<file path="src/rtl/atom_pkg.sv">
package atom_pkg;
   typedef enum logic [2:0] {
      OP_LOAD  = 3'd0,
      OP_STORE = 3'd1,
      OP_LINK  = 3'd2,
      OP_COND  = 3'd3,
      OP_SWAP  = 3'd4,
      OP_TSET  = 3'd5,
      OP_INCR  = 3'd6,
      OP_RSVD  = 3'd7
   } atom_op_e;

   localparam int unsigned OP_W = 3;
endpackage

</file>
<file path="src/rtl/atom_arbiter.sv">
module atom_arbiter #(
   parameter int unsigned NUM_PORTS = 4
) (
   input  logic                 clk,
   input  logic                 rst_n,
   input  logic [NUM_PORTS-1:0] req,
   output logic [NUM_PORTS-1:0] grant
);
   if (NUM_PORTS < 1) begin : g_bad_ports
      $error("atom_arbiter: NUM_PORTS must be at least 1");
   end

   for (genvar i = 0; i < NUM_PORTS; i++) begin : g_grant
      if (i == 0) begin : g_top
         assign grant[i] = req[i];
      end else begin : g_lower
         assign grant[i] = req[i] & ~(|req[i-1:0]);
      end

      // a refused requester must keep asking until served
      AST_WAIT_HELD: assert property (@(posedge clk) disable iff (!rst_n)
         (req[i] && !grant[i]) |=> req[i]);
   end
endmodule

</file>
<file path="src/rtl/atom_resv.sv">
module atom_resv
   import atom_pkg::*;
#(
   parameter int unsigned NUM_PORTS = 4,
   parameter int unsigned ADDR_W    = 6,
   localparam int unsigned SEL_W    = (NUM_PORTS > 1) ? $clog2(NUM_PORTS) : 1
) (
   input  logic              clk,
   input  logic              rst_n,
   input  logic              fire,
   input  logic [SEL_W-1:0]  sel,
   input  atom_op_e          op,
   input  logic [ADDR_W-1:0] addr,
   input  logic              wr_en,
   output logic              hit
);
   logic [NUM_PORTS-1:0] link_vld;
   logic [ADDR_W-1:0]    link_adr [NUM_PORTS];

   for (genvar i = 0; i < NUM_PORTS; i++) begin : g_slot
      logic mine;
      assign mine = fire && (sel == SEL_W'(i));

      always_ff @(posedge clk) begin
         if (!rst_n) begin
            link_vld[i] <= 1'b0;
            link_adr[i] <= '0;
         end else begin
            if (wr_en && link_adr[i] == addr) link_vld[i] <= 1'b0;
            if (mine && op == OP_LINK) begin
               link_vld[i] <= 1'b1;
               link_adr[i] <= addr;
            end else if (mine && op == OP_COND) begin
               link_vld[i] <= 1'b0;
            end
         end
      end

      AST_COND_DROPS: assert property (@(posedge clk) disable iff (!rst_n)
         (mine && op == OP_COND) |=> !link_vld[i]);
      AST_WRITE_DROPS: assert property (@(posedge clk) disable iff (!rst_n)
         (wr_en && link_vld[i] && link_adr[i] == addr) |=> !link_vld[i]);
   end

   assign hit = link_vld[sel] && (link_adr[sel] == addr);
endmodule

</file>
<file path="src/rtl/atom_alu.sv">
module atom_alu
   import atom_pkg::*;
#(
   parameter int unsigned DATA_W = 32
) (
   input  atom_op_e          op,
   input  logic [DATA_W-1:0] old_val,
   input  logic [DATA_W-1:0] wdata,
   input  logic              link_ok,
   output logic              wr_en,
   output logic [DATA_W-1:0] new_val,
   output logic [DATA_W-1:0] result
);
   always_comb begin
      wr_en   = 1'b0;
      new_val = wdata;
      result  = old_val;
      unique case (op)
         OP_STORE: begin
            wr_en  = 1'b1;
            result = '0;
         end
         OP_COND: begin
            wr_en  = link_ok;
            result = DATA_W'(link_ok);
         end
         OP_SWAP: wr_en = 1'b1;
         OP_TSET: begin
            wr_en   = (old_val == '0);
            new_val = DATA_W'(1);
         end
         OP_INCR: begin
            wr_en   = 1'b1;
            new_val = old_val + DATA_W'(1);
         end
         default: ; // load, link and the spare code only read
      endcase
   end
endmodule

</file>
<file path="src/rtl/atomic_mem_unit.sv">
module atomic_mem_unit
   import atom_pkg::*;
#(
   parameter int unsigned NUM_PORTS = 4,
   parameter int unsigned ADDR_W    = 6,
   parameter int unsigned DATA_W    = 32
) (
   input  logic                          clk,
   input  logic                          rst_n,
   input  logic [NUM_PORTS-1:0]          req_valid,
   output logic [NUM_PORTS-1:0]          req_ready,
   input  logic [NUM_PORTS*OP_W-1:0]     req_op,
   input  logic [NUM_PORTS*ADDR_W-1:0]   req_addr,
   input  logic [NUM_PORTS*DATA_W-1:0]   req_wdata,
   output logic [NUM_PORTS-1:0]          rsp_valid,
   output logic [NUM_PORTS*DATA_W-1:0]   rsp_data
);
   localparam int unsigned DEPTH = 1 << ADDR_W;
   localparam int unsigned SEL_W = (NUM_PORTS > 1) ? $clog2(NUM_PORTS) : 1;

   if (ADDR_W < 1 || ADDR_W > 12) begin : g_bad_addr
      $error("atomic_mem_unit: ADDR_W must lie in 1..12");
   end
   if (DATA_W < 2) begin : g_bad_data
      $error("atomic_mem_unit: DATA_W must be at least 2");
   end

   logic [OP_W-1:0]   op_a   [NUM_PORTS];
   logic [ADDR_W-1:0] addr_a [NUM_PORTS];
   logic [DATA_W-1:0] wd_a   [NUM_PORTS];

   for (genvar p = 0; p < NUM_PORTS; p++) begin : g_unpack
      assign op_a[p]   = req_op[p*OP_W +: OP_W];
      assign addr_a[p] = req_addr[p*ADDR_W +: ADDR_W];
      assign wd_a[p]   = req_wdata[p*DATA_W +: DATA_W];
   end

   logic [NUM_PORTS-1:0] grant;
   atom_arbiter #(.NUM_PORTS(NUM_PORTS)) i_arb (
      .clk(clk), .rst_n(rst_n), .req(req_valid), .grant(grant));
   assign req_ready = grant;

   logic [SEL_W-1:0] sel;
   always_comb begin
      sel = '0;
      for (int p = NUM_PORTS - 1; p >= 0; p--) begin
         if (req_valid[p]) sel = SEL_W'(p);
      end
   end

   logic              fire;
   atom_op_e          cur_op;
   logic [ADDR_W-1:0] cur_addr;
   logic [DATA_W-1:0] mem [DEPTH];
   logic [DATA_W-1:0] old_val, new_val, result;
   logic              link_ok, wr_en, mem_we;

   assign fire     = |req_valid;
   assign cur_op   = atom_op_e'(op_a[sel]);
   assign cur_addr = addr_a[sel];
   assign old_val  = mem[cur_addr];
   assign mem_we   = fire && wr_en;

   atom_resv #(.NUM_PORTS(NUM_PORTS), .ADDR_W(ADDR_W)) i_resv (
      .clk(clk), .rst_n(rst_n), .fire(fire), .sel(sel), .op(cur_op),
      .addr(cur_addr), .wr_en(mem_we), .hit(link_ok));

   atom_alu #(.DATA_W(DATA_W)) i_alu (
      .op(cur_op), .old_val(old_val), .wdata(wd_a[sel]), .link_ok(link_ok),
      .wr_en(wr_en), .new_val(new_val), .result(result));

   always_ff @(posedge clk) begin
      if (!rst_n) begin
         for (int k = 0; k < DEPTH; k++) mem[k] <= '0;
      end else if (mem_we) begin
         mem[cur_addr] <= new_val;
      end
   end

   logic [DATA_W-1:0] rsp_q;
   always_ff @(posedge clk) begin
      if (!rst_n) begin
         rsp_valid <= '0;
         rsp_q     <= '0;
      end else begin
         rsp_valid <= grant;
         if (fire) rsp_q <= result;
      end
   end

   for (genvar p = 0; p < NUM_PORTS; p++) begin : g_rsp
      assign rsp_data[p*DATA_W +: DATA_W] = rsp_q;
   end

   AST_ONE_RESULT: assert property (@(posedge clk) disable iff (!rst_n)
      fire |=> $countones(rsp_valid) == 1);
   AST_IDLE_QUIET: assert property (@(posedge clk) disable iff (!rst_n)
      !fire |=> rsp_valid == '0);
   AST_COND_FAIL_KEEPS: assert property (@(posedge clk) disable iff (!rst_n)
      (fire && cur_op == OP_COND && !link_ok)
         |=> mem[$past(cur_addr)] == $past(old_val));
   AST_INCR_STEP: assert property (@(posedge clk) disable iff (!rst_n)
      (fire && cur_op == OP_INCR)
         |=> mem[$past(cur_addr)] == $past(old_val) + DATA_W'(1));
endmodule

</file>
<file path="config.mk">
export PLATFORM = sky130hd
export DESIGN_NAME = atomic_mem_unit
export DESIGN_NICKNAME = d
export VERILOG_FILES = /design/src/rtl/atom_pkg.sv /design/src/rtl/atom_arbiter.sv /design/src/rtl/atom_resv.sv /design/src/rtl/atom_alu.sv /design/src/rtl/atomic_mem_unit.sv
export SDC_FILE = /design/constraint.sdc
export NUM_CORES = 2
export LEC_CHECK = 0
export BUFFER_PORTS_ARGS = -buffer_cell sky130_fd_sc_hd__buf_4
export CORE_AREA = 2 2 414 826
export DETAILED_ROUTE_END_ITERATION = 16
export DIE_AREA = 0 0 416 828
export GPL_TIMING_DRIVEN = 0
export PLACE_DENSITY_LB_ADDON = 0.08
export SETUP_SLACK_MARGIN = 0.5
export SLEW_MARGIN = 20
export SYNTH_ARGS = -nofsm -noshare
export SYNTH_HDL_FRONTEND = slang
export SYNTH_HIERARCHICAL = 1
export SYNTH_SLANG_ARGS = --single-unit
</file>
<file path="constraint.sdc">
create_clock -name clk -period 7.16 [get_ports clk]
set_input_delay 0.358 -clock clk [delete_from_list [all_inputs] [get_ports clk]]
set_output_delay 0.358 -clock clk [all_outputs]
set_load 0.005 [all_outputs]
</file>
-- After elaboration in Yosys (flattened, before gate mapping)
Memories as Yosys holds them, arrays and structs flattened.
Cells that the tools add are included.
- order comparisons: 2
- add/subtract/negate cells: 1
- eq/ne operators: 14
- bitwise operators: 11
- multiplexer cells: 53
- reductions and logical operators: 29
- operators by type and width (kind ; count):
    one-hot mux 32 bit (2 select lines) ; 2
    two-way mux 32 bit ; 3
    binary-select mux 32 bit (select 2 bit) ; 1
    two-way mux 6 bit ; 7
    adder 32 x 1 -> 32 bit, second input constant ; 1
    zero test 32 bit ; 1
    OR reduction 32 bit ; 1
    equality test 6 bit ; 5
    two-way mux 1 bit ; 30
    logical AND 1 bit ; 18
    binary-select mux 6 bit (select 2 bit) ; 1
    nonzero test 3 bit ; 4
    equality test 3 bit, second input constant ; 3
    two-way mux 2 bit ; 4
    binary-select mux 3 bit (select 2 bit) ; 1
    equality test 3 x 2 -> 1 bit, second input constant ; 2
    two-way mux 3 bit ; 2
    OR reduction 3 bit ; 2
    equality test 2 bit, second input constant ; 2
    bitwise OR 1 bit ; 4
    OR reduction 4 bit ; 1
    AND 1 bit ; 3
    equality test 3 x 1 -> 1 bit, second input constant ; 1
    >= comparator 3 bit, second input constant ; 1
    other kinds (8) ; 10
- input bits: 170
- register bits after elaboration: 40
- RAM bits: 2072
- output and inout bits: 136
- memories: 2
- memory list (name ; depth ; bits a word ; rd ports ; clocked after memory_dff ; write ports ; RTL line ; source):
    mem ; 64 ; 32 ; 1 ; 0 ; 64 ; atomic_mem_unit.sv:54 ; logic [DATA_W-1:0] mem [DEPTH];
    i_resv.link_adr ; 4 ; 6 ; 5 ; 0 ; 4 ; atom_resv.sv:18 ; logic [ADDR_W-1:0] link_adr [NUM_PORTS];

-- Longest topological paths before layout
- depth after elaboration: 17
- depth in mapped cells: 28
- mapped depth without buffers: 23

-- Hierarchy
Netlist, hierarchy kept.
- modules (own cells, without submodules) (module ; area each (um2) ; instances ; cells an instance ; seq. area each (um2)):
    atomic_mem_unit ; 97855.1 ; 1 ; 8905 ; 62219.7
    atom_resv ; 1700.4 ; 1 ; 141 ; 800.8
    atom_alu ; 1351.3 ; 1 ; 218 ; 0.0
    atom_arbiter ; 36.3 ; 1 ; 4 ; 0.0

-- Least setup slack after synthesis
OpenSTA, ideal clock, no wires.
- path type: input to register
- start point: input req_valid[1]
- end point: memory mem[20][0] (enable)
- stages: 25
- path slack: 169 ps
- data arrival time: 6525 ps
- cells stage by stage: buf_2 > nor2b_2 > a211oi_2 > nand2_2 > buf_2 > clkbuf_1 > buf_1 > nand2_1 > nand3_1 > a32oi_1 > nand4_1 > or3_1 > inv_1 > ha_1 > nor4b_1 > nand4_1 > nor2_1 > nand4_1 > o211ai_1 > and2_1 > nand2_1 > nor2_1 > nand3_1 > clkbuf_1 > o21ai_0
- RTL lines (item ; RTL line ; source):
    start, declared ; atomic_mem_unit.sv:10 ; input logic [NUM_PORTS-1:0] req_valid,
    end, declared ; atomic_mem_unit.sv:54 ;

==> impl_metrics.json <==
{
  "synthesis_to_layout_area_growth_pct": 29.4,
  "drtIter0Drc": 12500,
  "fmax_ghz": 0.144,
  "synth-edff-count": 2072,
  "power-per-cell-area_mw_per_mm2": 270,
  "cp_num_buf_inv": 9,
  "grt_pass1_vias": 83600,
  "netlist_area_mm2": 0.101,
  "initial_core_util_pct": 29.8,
  "total_power_w": 0.0352,
  "setup-tns-final_ps": 0,
  "clock_insertion_delay_worst_skew_ps": 1110,
  "fin_worst_skew_ps": 91.7,
  "seq_power_share_pct": 40.3,
  "max_slew_margin_pct": 10.6,
  "slew_viol_final": 0,
  "die_height_um": 828,
  "max_stage_delay_ps": 640,
  "final_common_cell": "and2_1",
  "cts_tree": "done",
  "layout_common_cells": "2107 x and2_1, 2072 x edfxtp_1, 1913 x nand2_1, 536 x buf_4, 416 x nand3_1",
  "clk_sink_count": 2112,
  "final_period_minus_worst_setup_slack_ps": 6930,
  "wire_length_of_the_first_global_routing_pass_mm": 983,
  "drt-total-wl_mm": 798,
  "cts_inserted_buffers": 220,
  "ioPinCount": 306,
  "detailedPlacementHpwl_mm": 632,
  "critical_path.startpoint_type": "primary input",
  "synth_flop_cell": "edfxtp_1",
  "critPathMaxFanout": 14,
  "grt.overflow.total": 0,
  "routed_via_density": 5.96,
  "report.final.setup_viol": 0,
  "synthDistinctLibCells": 66,
  "synth.net_count": 9440,
  "core-area_mm2": 0.338,
  "final_net_count": 10500,
  "synth.yosys.warnings": 6,
  "irDropWorstVdd_mv": 0.235,
  "unrepaired_setup_endpoints_after_global_routing": "no",
  "hold_viol": 0,
  "crit_path_slowest_cell": "buf_2",
  "globalplace.congestion": 1.09,
  "synth_top_area_share_pct": 61.6,
  "num_vias": 90100,
  "hp-class": "primary input to register",
  "worstHoldStart": "req_valid[3]",
  "fp.dieW_um": 416,
  "cp_data_required_time_ps": 8080,
  "clockRootBuffer": "clkbuf_16",
  "post_synth.cell_area_avg_um2": 10.9,
  "synth_seq_area_share_pct": 62.4,
  "power_switching_w": 0.0128,
  "wl_per_cell_um": 52.8,
  "share_clk_of_total_power_pct": 34.2,
  "p_int_w": 0.0224,
  "path_clk_slew_ps": 60,
  "power.share.combinational_pct": 25.4,
  "synthesis.instances": 9268,
  "critPathMostFrequentCell": "buf_2",
  "h-tree-depth": 4,
  "drc_errors": 0,
  "synth_area_leaders": "edfxtp_1 62%, and2_1 13%, nand2_1 7.1%, clkbuf_1 2.6%, nand3_1 2.2%",
  "rows": 302,
  "total_leakage_power_nw": 49.3,
  "worstPathCellList": "buf_4 > clkbuf_4 > nor2b_2 > o21ai_4 > nand2_4 > inv_2 > buf_2 > clkbuf_4 > buf_2 > nand2_1 > nand3_1 > nand3_1 > nand4_1 > or3_2 > nand3_1 > or3_1 > buf_4 > nor4_2 > xnor2_1 > o21ai_1 > buf_2 > buf_2 > and2_1",
  "worstMarginPinSlew_ps": 1340,
  "power.switching_fraction_pct": 36.2,
  "ys_async_sr_fraction_pct": 0,
  "crit-reg2reg-launch": "mem[12][30]",
  "register_area_mm2": 0.0630,
  "cts_buffer_depth": 4,
  "ant_nets": 0,
  "max-cap-violations": 0,
  "critical-path-top-delay-family": "buffers and inverters",
  "final.fill_count": 33200,
  "placement.io_buffers": 305,
  "cp-end-kind": "register",
  "antenna_found_initial": 209,
  "grt_max_degree": 22,
  "outcome": "complete, no violations",
  "post-route-period-util_pct": 96.8,
  "grt.total_usage_pct": 45.5,
  "firstDrtPassIters": 8,
  "area_of_combinational_cells_with_multiple_inputs_mm2": 0.0366,
  "most_area_hungry_cell_type_in_the_yosys_netlist": "edfxtp_1",
  "yosys_register_bits": 2112,
  "timing.setup.critical_path_class": "primary input to register",
  "worstPathArrival_ps": 7850,
  "die_area_mm2": 0.344,
  "startpoint": "req_valid[2]",
  "layout-drive-gt1-share_pct": 21.7
}
==> final timing paths <==
path | to | slack (ps) | cells past startpoint
worst max-delay path | mem[14][25] | 230 | 23
worst max register to register | mem[31][3] | 1070 | 18
worst min register to register | i_resv/link_vld[3] | 500 | 2
worst min-delay path | rsp_q[7] | 50 | 5
==> cells by family (layout without fill, tap and decap cells) <==
kind of cell             count (synthesis)  after routing  synth area share, %
other                                    0            233                    0
multiplexers                            47             47                0.983
AND/OR/NAND/NOR                       4911           4912                 25.0
XOR/XNOR                                61             61                0.529
AO/OA/AOI/OAI                         1137           1137                 6.77
buffers and inverters                  998           2209                 4.23
adder cells (fa/ha/maj)                  2              2               0.0248
flip-flops                            2112           2112                 62.4
==> metal layers <==
metal  up-vias  routed length (um)  GRT usage [%]  share of wire, %
met1     45500              239000           42.4                30
met2      7093              370000           72.1                46
li1      34400                   -              -                 -
met3      3036               68200           13.5               8.5
met5         -                 345          0.700             0.043
met4        44              121000           57.5                15
==> power groups by stage <==
| stage | clock network [W] | registers, W | logic, W |
|---|---|---|---|
| after floorplan | 0 | 0.0144 | 0.00221 |
| after global placement | 0 | 0.0146 | 0.00708 |
| after detailed placement | 0 | 0.0145 | 0.00804 |
| after CTS | 0.0120 | 0.0142 | 0.00836 |
| after global routing | 0.0124 | 0.0142 | 0.00864 |
| final | 0.0121 | 0.0142 | 0.00895 |
==> state kept, by name (all words and copies together), names as in the netlist <==
signal,flops
i_resv/link_adr,24
i_resv/link_vld,4
mem,2048
rsp_q,32
rsp_valid,4
==> metrics by stage <==
stage                     util, %  hold WS [ps]  instances  setup WS [ps]  area (um^2)
final                        38.6          51.7      15100            230       131000
after global placement       32.2           473      14000         -15360       109000
after CTS                    38.2           121      14900            404       129000
after floorplan                 -           456       9268            169       101000
after detailed placement     35.2           491      14400          -5390       119000
after global routing         38.5          82.3      14900            492       130000
==> area by class of cell <==
class,count,share of cell area [%]
multi-input cells,6159,28.0
well taps,4408,4.22
flip-flops and latches,2112,48.3
plain buffers,979,4.36
repair buffers,815,9.38
clock inverters,117,0.770
inverters,19,0.0575
diodes,233,0.447
clock buffers,279,4.48
==> timing repair <==
item | in CTS | in global routing
pin swaps | 75 | 43
hold buffers | 6 | 0
gates resized for setup | 707 | 230
setup buffers | 107 | 12
setup endpoints to repair | 4100 | 4040
gates cloned | 0 | 1
endpoints found under the hold margin | 10 | 0
==> worst reg2reg max path, stage by stage, from the launching register on <==
cell      delay, ps
edfxtp_1        370
and3_1          160
a211oi_1        280
a31oi_1         130
a32oi_4         700
nand4_1         360
or3_4           570
nor4_1          410
nand4_1         130
nor2_1          130
nand4_1         120
o211ai_1        100
and2_4          270
nand2_4         140
nor2_4          270
nand2_4         260
nor2_2          610
clkbuf_1        700
and2_1          240
==> cell usage after synthesis (13+ instances only) <==
| library cell | count |
|---|---|
| nand3_1 | 447 |
| a211oi_1 | 129 |
| dfxtp_1 | 40 |
| o21ai_1 | 19 |
| buf_2 | 103 |
| a32oi_1 | 130 |
| or3_1 | 36 |
| nand2_1 | 1918 |
| xor2_1 | 14 |
| a21oi_1 | 399 |
| buf_1 | 67 |
| mux4_2 | 35 |
| nor2_1 | 95 |
| nor3_1 | 13 |
| xnor2_1 | 47 |
| nand4_1 | 108 |
| and2_1 | 2108 |
| clkbuf_1 | 704 |
| and3_1 | 134 |
| buf_4 | 102 |
| o21ai_0 | 278 |
| a31oi_1 | 129 |
| edfxtp_1 | 2072 |
| a21boi_0 | 35 |
Power figures use the tool's default switching activity.
